==> config.mk <==
export PLATFORM = sky130hd
export DESIGN_NAME = hblank_gen
export DESIGN_NICKNAME = d
export VERILOG_FILES = /design/src/rtl/hblank_pkg.sv /design/src/rtl/hb_line_timer.sv /design/src/rtl/hb_toggle_window.sv /design/src/rtl/hb_clock_gate.sv /design/src/rtl/hblank_gen.sv
export SDC_FILE = /design/constraint.sdc
export NUM_CORES = 1
export LEC_CHECK = 0
export ABC_AREA = 1
export BUFFER_PORTS_ARGS = -buffer_cell sky130_fd_sc_hd__buf_2
export CAP_MARGIN = 10
export CORE_MARGIN = 2
export CORE_UTILIZATION = 46
export DETAILED_ROUTE_END_ITERATION = 10
export HOLD_SLACK_MARGIN = 0.12
export PLACE_DENSITY_LB_ADDON = 0.15
export SLEW_MARGIN = 20
export SYNTH_ARGS = -nofsm -noshare
export SYNTH_HDL_FRONTEND = slang
export SYNTH_SLANG_ARGS = --single-unit
==> constraint.sdc <==
create_clock -name clk -period 1.95 [get_ports clk]
set_input_delay 0.39 -clock clk [delete_from_list [all_inputs] [get_ports clk]]
set_output_delay 0.39 -clock clk [all_outputs]
set_load 0.01 [all_outputs]
==> src/rtl/hblank_pkg.sv <==
package hblank_pkg;

  // Forced levels applied to the three gated clock families during blanking.
  typedef struct packed {
    logic lo_h1;
    logic lo_h2;
    logic lo_hl;
  } park_t;

  // Family of a gated clock group.
  typedef enum logic [1:0] {
    FAM_ODD  = 2'd0,
    FAM_EVEN = 2'd1,
    FAM_LAST = 2'd2
  } clk_fam_e;

endpackage

==> src/rtl/hb_line_timer.sv <==
module hb_line_timer #(
  parameter int PIX_W   = 8,
  parameter int NUM_SEQ = 2,
  parameter int SEQ_W   = 1
) (
  input  logic             clk,
  input  logic             rst_n,
  input  logic             vd,
  input  logic             hd,
  input  logic [SEQ_W-1:0] seq_sel,
  output logic             line_start,
  output logic [PIX_W-1:0] px,
  output logic             line_odd,
  output logic [SEQ_W-1:0] seq_cur
);

  localparam logic [PIX_W-1:0] PX_MAX = {PIX_W{1'b1}};

  logic [PIX_W-1:0] px_q, px_d;
  logic             odd_q, odd_d;
  logic [SEQ_W-1:0] seq_q, seq_d, seq_clamped;
  logic             px_en, odd_en, seq_en;

  assign line_start = vd | hd;

  always_comb begin
    if (int'(seq_sel) < NUM_SEQ) seq_clamped = seq_sel;
    else                         seq_clamped = '0;
  end

  // next-state logic
  always_comb begin
    px_en  = line_start | (px_q != PX_MAX);
    px_d   = line_start ? '0 : px_q + 1'b1;
    odd_en = line_start;
    odd_d  = vd ? 1'b0 : ~odd_q;
    seq_en = line_start;
    seq_d  = seq_clamped;
  end

  // state registers
  always_ff @(posedge clk or negedge rst_n) begin
    if (!rst_n) begin
      px_q  <= PX_MAX;
      odd_q <= 1'b0;
      seq_q <= '0;
    end else begin
      if (px_en)  px_q  <= px_d;
      if (odd_en) odd_q <= odd_d;
      if (seq_en) seq_q <= seq_d;
    end
  end

  assign px       = px_q;
  assign line_odd = odd_q;
  assign seq_cur  = seq_q;

endmodule

==> src/rtl/hb_toggle_window.sv <==
module hb_toggle_window #(
  parameter int PIX_W   = 8,
  parameter int NUM_TOG = 6
) (
  input  logic                            clk,
  input  logic                            rst_n,
  input  logic                            line_start,
  input  logic [PIX_W-1:0]                px,
  input  logic [NUM_TOG-1:0][PIX_W-1:0]   tog_set,
  output logic                            hblk
);

  localparam logic [PIX_W-1:0] TOG_OFF = {PIX_W{1'b1}};

  logic [NUM_TOG-1:0] hit;
  logic               flip;
  logic               win_q, win_d;

  for (genvar i = 0; i < NUM_TOG; i++) begin : g_cmp
    assign hit[i] = (tog_set[i] != TOG_OFF) && (tog_set[i] == px);
  end

  // Positions are applied in list order; each match inverts, so the net
  // effect is the parity of the matches.
  assign flip = ^hit;

  always_comb begin
    if (line_start) win_d = 1'b0;
    else            win_d = win_q ^ flip;
  end

  always_ff @(posedge clk or negedge rst_n) begin
    if (!rst_n) win_q <= 1'b0;
    else        win_q <= win_d;
  end

  assign hblk = win_q;

endmodule

==> src/rtl/hb_clock_gate.sv <==
module hb_clock_gate #(
  parameter int                   GRP = 4,
  parameter hblank_pkg::clk_fam_e FAM = hblank_pkg::FAM_ODD
) (
  input  logic           hblk,
  input  logic           park_lo,
  input  logic           clk_src,
  output logic [GRP-1:0] clk_out
);

  logic park_lvl;

  // A park bit of 1 means the family sits low while blanking.
  assign park_lvl = ~park_lo;

  for (genvar g = 0; g < GRP; g++) begin : g_lane
    if (FAM == hblank_pkg::FAM_LAST) begin : g_last
      assign clk_out[g] = hblk ? park_lvl : clk_src;
    end else begin : g_shift
      assign clk_out[g] = hblk ? park_lvl : clk_src;
    end
  end

endmodule

==> src/rtl/hblank_gen.sv <==
module hblank_gen #(
  parameter int PIX_W   = 8,
  parameter int NUM_TOG = 6,
  parameter int NUM_SEQ = 2,
  parameter int GRP     = 4,
  parameter int SEQ_W   = (NUM_SEQ > 1) ? $clog2(NUM_SEQ) : 1
) (
  input  logic                                        clk,
  input  logic                                        rst_n,
  input  logic                                        vd,
  input  logic                                        hd,
  input  logic [SEQ_W-1:0]                            seq_sel,
  input  logic [NUM_SEQ-1:0][NUM_TOG-1:0][PIX_W-1:0]  tog_even,
  input  logic [NUM_SEQ-1:0][NUM_TOG-1:0][PIX_W-1:0]  tog_odd,
  input  logic [NUM_SEQ-1:0]                          park_lo_h1,
  input  logic [NUM_SEQ-1:0]                          park_lo_h2,
  input  logic [NUM_SEQ-1:0]                          park_lo_hl,
  input  logic                                        h1_in,
  input  logic                                        h2_in,
  input  logic                                        hl_in,
  output logic                                        hblk,
  output logic [GRP-1:0]                              h_odd_out,
  output logic [GRP-1:0]                              h_even_out,
  output logic                                        hl_out
);

  import hblank_pkg::*;

  // asynchronous assert, synchronous release
  logic rst_meta, rst_n_q;
  always_ff @(posedge clk or negedge rst_n) begin
    if (!rst_n) begin
      rst_meta <= 1'b0;
      rst_n_q  <= 1'b0;
    end else begin
      rst_meta <= 1'b1;
      rst_n_q  <= rst_meta;
    end
  end

  logic                          line_start;
  logic [PIX_W-1:0]              px;
  logic                          line_odd;
  logic [SEQ_W-1:0]              seq_cur;
  logic [NUM_TOG-1:0][PIX_W-1:0] tog_act;
  park_t                         park_act;
  logic [0:0]                    hl_vec;

  hb_line_timer #(
    .PIX_W(PIX_W), .NUM_SEQ(NUM_SEQ), .SEQ_W(SEQ_W)
  ) u_timer (
    .clk(clk), .rst_n(rst_n_q), .vd(vd), .hd(hd), .seq_sel(seq_sel),
    .line_start(line_start), .px(px), .line_odd(line_odd), .seq_cur(seq_cur)
  );

  always_comb begin
    tog_act           = line_odd ? tog_odd[seq_cur] : tog_even[seq_cur];
    park_act.lo_h1    = park_lo_h1[seq_cur];
    park_act.lo_h2    = park_lo_h2[seq_cur];
    park_act.lo_hl    = park_lo_hl[seq_cur];
  end

  hb_toggle_window #(
    .PIX_W(PIX_W), .NUM_TOG(NUM_TOG)
  ) u_window (
    .clk(clk), .rst_n(rst_n_q), .line_start(line_start), .px(px),
    .tog_set(tog_act), .hblk(hblk)
  );

  hb_clock_gate #(.GRP(GRP), .FAM(FAM_ODD)) u_gate_odd (
    .hblk(hblk), .park_lo(park_act.lo_h1), .clk_src(h1_in), .clk_out(h_odd_out)
  );

  hb_clock_gate #(.GRP(GRP), .FAM(FAM_EVEN)) u_gate_even (
    .hblk(hblk), .park_lo(park_act.lo_h2), .clk_src(h2_in), .clk_out(h_even_out)
  );

  hb_clock_gate #(.GRP(1), .FAM(FAM_LAST)) u_gate_last (
    .hblk(hblk), .park_lo(park_act.lo_hl), .clk_src(hl_in), .clk_out(hl_vec)
  );

  assign hl_out = hl_vec[0];

endmodule

# Word-level counts from Yosys, hierarchy flattened
# Index checks and enable logic that the tools add are counted.
# W data, S select, Z words.
# totals
input_bits	206
output_inout_bits	10
regBits	13
word_cells	52
# classes
n_lt_le_gt_ge	1
reduce_logical	7
n_mux	17
n_eq_ne	13
bitwise	7
add_sub_neg	1
# op_table
cell	n
$mux W48	5
$ne A8 B8 Y1 const B	7
$eq A8 B8 Y1	6
$mux W1	11
$add A8 B1 Y8 const B	1
$mux W8	1
$logic_and A1 B1 Y1	6
$reduce_xor A6 Y1	1
$not A1 Y1	4
$lt A1 B2 Y1 const B	1
$or A1 B1 Y1	2
$xor A1 B1 Y1	1

# Depth between registers and ports, before layout
# Gate-level depths: netlist of run 1.
# logic_depth
ltp_word	8
mapped_depth	19
ltp_nobuf	17

# By module
# From an unflattened synthesis of run 1, not the netlist that was laid out.
# hier_totals
cells_unflattened	973
hier_area_um2	4541.9
# modules_own_cells
mod	area_per_inst_um2	cells_per_inst	instances	seq_area_each_um2
hblank_gen	2373.5	573	1	50.0
hb_toggle_window	1486.4	312	1	25.0
hb_line_timer	580.6	67	1	260.2
hb_clock_gate at u_gate_even ...	41.3	8	2	0.0
hb_clock_gate at u_gate_last	18.8	5	1	0.0

# Worst setup path after synthesis of run 1
# Ideal clock, no wire load.
# synth_timing
path_type	reg-to-reg
startpoint	reg u_timer.px_q[2], in the netlist u_timer.px[2]
endpoint	reg u_timer.px_q[5], in the netlist u_timer.px[5]
synth_period_minus_slack_ps	1838
n_path_buf	1
setup_time_ps	83
t_required_ps	1867
slack_ps	112
t_arrival_ps	1755
path_stages_with_launch	8
cell_sequence	dfstp_2 -> clkbuf_1 -> nand3_1 -> nor2_1 -> inv_1 -> nor3_1 -> nand3_1 -> a22oi_1
# synth_via
elab_chain_len	2
elab_cells_between_ends	4
classes_between	add/sub: 1; eq/ne: 1; mux: 1; bitwise: 1
# synth_rtl
item	line_no	rtl
from (decl)	hb_line_timer.sv:19	logic [PIX_W-1:0] px_q, px_d;
from (signal assigned)	hb_line_timer.sv:48	if (px_en) px_q <= px_d;
$add A8 B1 Y8 or $ne A8 B8 Y1 (tied branches)	hb_line_timer.sv:34, hb_line_timer.sv:33	
$mux W8 or $or A1 B1 Y1 (tied branches)	hb_line_timer.sv:34, hb_line_timer.sv:33	
# Parallel ways exist; a longest one is shown, timed or not.
# A chain may end at the register's enable or synchronous reset.

# Worst setup path in the final report of run 1
# layout_timing
startpoint	reg u_timer.seq_q, in the netlist u_timer.seq_cur
endpoint	reg u_window.win_q, in the netlist u_window.hblk
# layout_via
elab_chain_len	8
elab_cells_between_ends	26
classes_between	eq/ne: 12; mux: 6; bitwise: 1; reduce/logical: 7
# layout_rtl
item	line_no	rtl
from (decl)	hb_line_timer.sv:21	logic [SEQ_W-1:0] seq_q, seq_d, seq_clamped;
from (signal assigned)	hb_line_timer.sv:50	if (seq_en) seq_q <= seq_d;
$mux W48 (not written as such) (2 in a row)	hblank_gen.sv:57	tog_act = line_odd ? tog_odd[seq_cur] : tog_even[seq_cur];
$mux W48 (*)	hblank_gen.sv:57	
$ne A8 B8 Y1 or $eq A8 B8 Y1 (tied branches)	hb_toggle_window.sv:20	assign hit[i] = (tog_set[i] != TOG_OFF) && (tog_set[i] == px);
$logic_and A1 B1 Y1	hb_toggle_window.sv:20	
$reduce_xor A6 Y1 (*)	hb_toggle_window.sv:25	assign flip = ^hit;
$xor A1 B1 Y1 (*)	hb_toggle_window.sv:29	else win_d = win_q ^ flip;
$mux W1 (*)	hb_toggle_window.sv:28	if (line_start) win_d = 1'b0;
named net u_window.win_d	hb_toggle_window.sv:17	logic win_q, win_d;
to (signal assigned)	hb_toggle_window.sv:34	else win_q <= win_d;
to (decl)	hb_toggle_window.sv:17	
# Mark *: on every way through the listed nets, which the timed path passes. The rest lies on a longest branch. The select of a mux whose other input is x is not followed.

==> results of run 1 <==
==> cells in the mapped netlist (all sizes together) <==
library cell / n
nand2: 462
nand3: 156
nor2: 53
buf: 43
inv: 29
dfstp: 8
a21oi: 6
o21ai: 6
dfrtp: 5
nand4: 5
a22o: 3
and2: 3
clkbuf: 3
clkinv: 3
nor3: 3
xor2: 3
a22oi: 2
a31oi: 1
conb: 1
ha: 1
nor4: 1
o31ai: 1
==> final cells by class <==
| type | count | area, sq um | area share (%) |
|---|---|---|---|
| flip-flops and latches | 13 | 340 | 6.59 |
| inverters | 32 | 140 | 2.71 |
| multi-input cells | 707 | 3010 | 58.3 |
| repair buffers | 261 | 1500 | 29.1 |
| clock buffers | 4 | 45.0 | 0.872 |
| well taps | 102 | 128 | 2.47 |
==> power groups by stage <==
| stage | Sequential (uW) | Combinational [uW] | Clock, uW |
|---|---|---|---|
| 3_5_place_dp | 303 | 1370 | 0 |
| 6_report | 301 | 1400 | 241 |
| 5_1_grt | 303 | 1590 | 261 |
| 3_3_place_gp | 302 | 1360 | 0 |
| 2_1_floorplan | 293 | 952 | 0 |
| 4_1_cts | 300 | 1390 | 246 |
==> registers in the layout, summed over array words and instances, names as in the netlist <==
name and cells:
u_timer.px 8, u_window.hblk 1, rst_n_q 1, rst_meta 1, u_timer.line_odd 1, u_timer.seq_cur 1
==> worst paths after layout <==
path                                        startpoint                       to  slack (ns)  cells after the start
hold reg to reg                      rst_n_q$_DFF_PN0_  u_window.hblk$_DFF_PN0_        0.18                      0
setup reg to reg           u_timer.seq_cur$_DFFE_PN0N_  u_window.hblk$_DFF_PN0_       -0.16                     16
max in group asynchronous                        rst_n        rst_n_q$_DFF_PN0_        1.39                      2
min in group clk                    rst_meta$_DFF_PN0_        rst_n_q$_DFF_PN0_        0.35                      0
hold / removal                       rst_n_q$_DFF_PN0_  u_window.hblk$_DFF_PN0_        0.18                      0
setup / recovery           u_timer.seq_cur$_DFFE_PN0N_  u_window.hblk$_DFF_PN0_       -0.16                     16
==> timing repair <==
item	in CTS	in global routing
endpoints found under the setup margin	9	18
hold buffers	1	0
buffers inserted	0	4
gates resized for setup	8	10
hold endpoints to repair	2	0
==> critical path, delay by kind of cell (launching register included) <==
family          cells  cell delay (ns)
flops               1             0.55
simple gates       14             1.15
compound gates      1             0.12
buf+inv             1             0.21
==> per-layer routing <==
metal	track usage, %	vias to the layer above	wire (um)
li1	-	2958	-
met1	36.0	2402	5650
met2	51.4	211	6460
met3	2.97	18	1030
met4	6.52	0	180
met5	0	-	0
==> kinds of logic (layout without fill, tap and decap cells) <==
| family | after synthesis | after routing | share of synthesized area [%] |
|---|---|---|---|
| buf+inv | 78 | 297 | 12.4 |
| compound gates | 19 | 19 | 3.07 |
| fa+ha+maj | 1 | 1 | 0.333 |
| other cells | 1 | 1 | 0.0999 |
| flops | 13 | 13 | 8.94 |
| xor+xnor | 3 | 3 | 0.700 |
| simple gates | 683 | 683 | 74.4 |
==> stage by stage <==
step	utilization (%)	total power (uW)	TNS, ns	area, sq um	cells
CTS	65.2	1940	-0.120	5090	1115
global route	66.2	2160	-0.661	5160	1119
floorplan	-	1240	0	3750	798
detailed placement	64.1	1670	-0.185	5000	1110
global placement	64.1	1660	-0.139	5000	1110
finish	66.2	1950	-0.160	5160	1119
==> results.toml, run 1 <==
[pwr]
p_leak_uw = 0.00309
p_switching_uw = 926
ir_drop_mv = 0.488
p_comb_share_pct = 72.2
powerDensity_nw_per_um2 = 377
power.share.sequential_pct = 15.5
power_frac_clock_pct = 12.4
swShare_pct = 47.6
p_int_uw = 1020

[sta]
hold_violations = 0
drv_slew = 0
period_share_pct = 108
layout_setup_ws_ns = -0.160
fmax_mhz = 474
timing.final.crit_period_ns = 2.11
finalClockSkew_ns = 0.00542
hold_ws_ns = 0.181
timing.final.setup_violations = 1
rsz0062_at_grt = "yes"

[place]
port_buffers = 215
hpwl_mm = 10.9
place_ws_ns = -0.185
gp_congestion = 0.956

[global_route]
grt_max_degree = 52
grt_overflow = 0
grt_pass1_wl_mm = 20.8
antenna_found_initial = 0
first_global_vias = 4855
grt_usage_pct = 28.3

[synthesis]
synth_cell_types = 28
syn_area_sq_um = 3750
ys_ff_latch = 13
syn_inst = 798
post_synth.cell_area_avg_sq_um = 4.70
ys_warn_count = 0
synth_top_area_share_pct = 46.2
syn_nets = 1005
synth_seq_area_share_pct = 8.94
yosysTopAreaCell = "nand2_1"
ys_top_cells_by_area = "nand2_1, nand3_1, dfstp_2, nor2_1, buf_6"

[cells_and_area]
layout_common_cells = "nand2_1, buf_2, nand3_1, nor2_1, buf_4"
antenna_cells = 0
n_fill_cell = 825
area_delta_synth_final_pct = 37.6
layout.nets = 1225
drive_gt1_share_pct = 28.6
final_common_cell = "nand2_1"

[floorplan]
dieArea_sq_um = 8900
placementRows = 32
initial_utilization_pct = 48.1
core_region_area_sq_um = 7810
io_pins = 216
die-width_um = 94.3
die_h_um = 94.3

[worst_setup_path]
critical_path.slowest_cell = "dfrtp_4"
path_class = "register to register"
path_cells = "buf_12 -> nand2_1 -> nand3_1 -> nand2_1 -> nand2_1 -> nand2_1 -> nand2_1 -> nor2_1 -> nand2_1 -> nor2_2 -> nand2_1 -> nand2_1 -> nand3_2 -> nand2_1 -> nand2_1 -> a21oi_1"
critPathRequiredTime_ns = 2.12
cp_common_cell = "nand2_1"
cp_max_fo = 51
critPathLaunchType = "register"
max_stage_delay_ns = 0.55
crit_arrival_ns = 2.28
end_kind = "register"

[clock_network]
cts_tree = "done"
clk_path_buf_depth = 2
cts_sinks = 13
htreeDepth = 1
cts_buffers = 3
root_buffer = "clkbuf_8"
clock_latency_ns = 0.24
clk_pin_slew_worst_paths_ns = 0.06

[drt]
vias = 5589
wl_per_cell_um = 11.9
routed_wl_mm = 13.3
first_pass_iters = 7
drt-initial-drc-count = 261
drc = 0
ant_nets = 0
via_per_inst = 4.99

[status]
violations = "setup timing"
status = "finished with violations"

[run]
drv_cap = 0

[min_path]
hp-class = "register to asynchronous set/reset pin"
Power figures use the tool's default switching activity.
==> run 2, diff against run 1 <==
--- a/config.mk
+++ b/config.mk
@@ -6,11 +6,12 @@
 export NUM_CORES = 1
 export LEC_CHECK = 0
 export ABC_AREA = 1
-export BUFFER_PORTS_ARGS = -buffer_cell sky130_fd_sc_hd__buf_2
 export CAP_MARGIN = 10
 export CORE_MARGIN = 2
-export CORE_UTILIZATION = 46
+export CORE_UTILIZATION = 55
+export CTS_CLUSTER_SIZE = 20
 export DETAILED_ROUTE_END_ITERATION = 10
+export DONT_BUFFER_PORTS = 1
 export HOLD_SLACK_MARGIN = 0.12
 export PLACE_DENSITY_LB_ADDON = 0.15
 export SLEW_MARGIN = 20
==> run 2 against run 1 <==
The flow still finishes with violations (setup timing). Hold slack improved by 0.0055 ns. Via count is 9.5% lower. Register-to-register slack got worse by 0.06 ns. Wire length down 0.62%. Critical path type unchanged.
==> results.toml, run 2 (synthesis gave the netlist of run 1 again) <==
[clock_network]
clock_latency_ns = 0.25
clk_pin_slew_worst_paths_ns = 0.06
cts_buffers = 3
cts_tree = "done"
htreeDepth = 1
clk_path_buf_depth = 2
root_buffer = "clkbuf_8"
cts_sinks = 13

[floorplan]
core_region_area_sq_um = 6680
die-width_um = 86.6
initial_utilization_pct = 56.2
die_h_um = 86.6
io_pins = 216
placementRows = 30
dieArea_sq_um = 7500

[status]
status = "finished with violations"
violations = "setup timing"

[global_route]
antenna_found_initial = 0
grt_pass1_wl_mm = 19.8
grt_max_degree = 48
grt_overflow = 0
first_global_vias = 4271
grt_usage_pct = 32.8

[cells_and_area]
regArea_sq_um = 340
n_fill_cell = 674
antenna_cells = 0
layout_common_cells = "nand2_1, nand3_1, nor2_1, buf_4, inv_1"
drive_gt1_share_pct = 10.6
stdcell_area_sq_um = 4210
multiInputGateArea_sq_um = 3010
largest_reg_flops = 8
layout.nets = 1012
area_delta_synth_final_pct = 12.3
final_common_cell = "nand2_1"

[pwr]
powerDensity_nw_per_um2 = 440
ir_drop_mv = 0.374
power.total_uw = 1850
p_leak_uw = 0.00230

[worst_setup_path]
path_class = "register to register"
cp_max_fo = 6
end_kind = "register"
crit_arrival_ns = 2.34
critPathLaunchType = "register"
critPathLaunch = "u_timer.seq_cur$_DFFE_PN0N_"
critPathRequiredTime_ns = 2.13
reg2reg_from = "u_timer.seq_cur$_DFFE_PN0N_"

[place]
place_ws_ns = -0.201
gp_congestion = 0.980
hpwl_mm = 10.1
port_buffers = 0
placed_area_sq_um = 3920

[sta]
drv_slew = 0
hold_violations = 0
setup-tns-final_ns = -0.298
timing.final.crit_period_ns = 2.17
finalClockSkew_ns = 0.00414
layout_setup_ws_ns = -0.219
period_share_pct = 111
rsz0062_at_grt = "yes"
timing.final.setup_violations = 9
fmax_mhz = 461

[drt]
drt-initial-drc-count = 356
drc = 0
via_per_inst = 5.72
wl_per_cell_um = 15.0
ant_nets = 0
first_pass_iters = 6
routed_wl_mm = 13.2
vias = 5060

[min_path]
hp-class = "register to asynchronous set/reset pin"

[run]
drv_cap = 0
-- run 2: cell types whose count changed in the layout (fill, tap and decap cells not counted), moves of 2 or more --
cell     change
buf_2      -215
nor2_1       -3
buf_16       +5
buf_4        -5
buf_12       +2
nand2_1      -5
nand2_2      +5
nor2_2       +4
-- run 2: where the power goes --
group          leakage, uW  switching, uW  internal [uW]
clock            0.0000228            105            145
sequential        0.000142           18.2            283
combinational      0.00213            798            506
-- run 2: final cells by class --
| cell class | count | area share (%) |
|---|---|---|
| clock buffers | 4 | 1.07 |
| flip-flops and latches | 13 | 8.08 |
| multi-input cells | 707 | 71.5 |
| well taps | 80 | 2.38 |
| repair buffers | 48 | 13.8 |
| inverters | 32 | 3.24 |
-- run 2: per-stage QoR --
step	utilization [%]	std cells	hold WS [ns]
2_1_floorplan	-	798	0.0944
3_3_place_gp	58.7	872	0.0945
3_5_place_dp	58.7	872	0.0945
4_1_cts	62.2	884	0.202
5_1_grt	63.1	884	0.221
6_report	63.1	884	0.186
-- run 2: path summary, 6_finish.rpt --
path                       depth (start not counted)  slack, ns                     endpoint
setup / recovery                                  16      -0.22      u_window.hblk$_DFF_PN0_
hold / removal                                     0       0.19      u_window.hblk$_DFF_PN0_
max in group asynchronous                          0       1.41  u_timer.seq_cur$_DFFE_PN0N_
setup reg to reg                                  16      -0.22      u_window.hblk$_DFF_PN0_
hold reg to reg                                    0       0.19      u_window.hblk$_DFF_PN0_
min in group clk                                   2       0.29  u_timer.seq_cur$_DFFE_PN0N_
-- run 2: repair_timing --
| action | 4_1_cts | 5_1_grt |
|---|---|---|
| cloned | 4 | 1 |
| resized for setup | 11 | 16 |
| hold endpoints to repair | 2 | 0 |
| hold buffers | 1 | 0 |
| endpoints found under the setup margin | 6 | 18 |
| buffers inserted | 3 | 0 |
| pin swaps | 2 | 7 |
-- run 2: worst max-delay path: stages, from the launching register on --
cell      delay, ns
dfrtp_4        0.50
clkinv_8       0.11
buf_12         0.16
buf_16         0.13
nand2_1        0.05
nand3_1        0.12
nand2_1        0.12
nand2_1        0.05
nand2_1        0.06
nand3_1        0.09
nor2_1         0.11
nand2_1        0.06
nor2_1         0.09
nand2_1        0.07
nand3_1        0.10
nand3_1        0.11
a21oi_2        0.15
-- run 2: per-layer routing --
layer	share of wire, %	vias up	track usage (%)
met5	0	-	0
met4	1.3	0	7.67
met3	6.3	21	2.57
met2	49	235	58.0
met1	44	2266	43.4
li1	-	2538	-
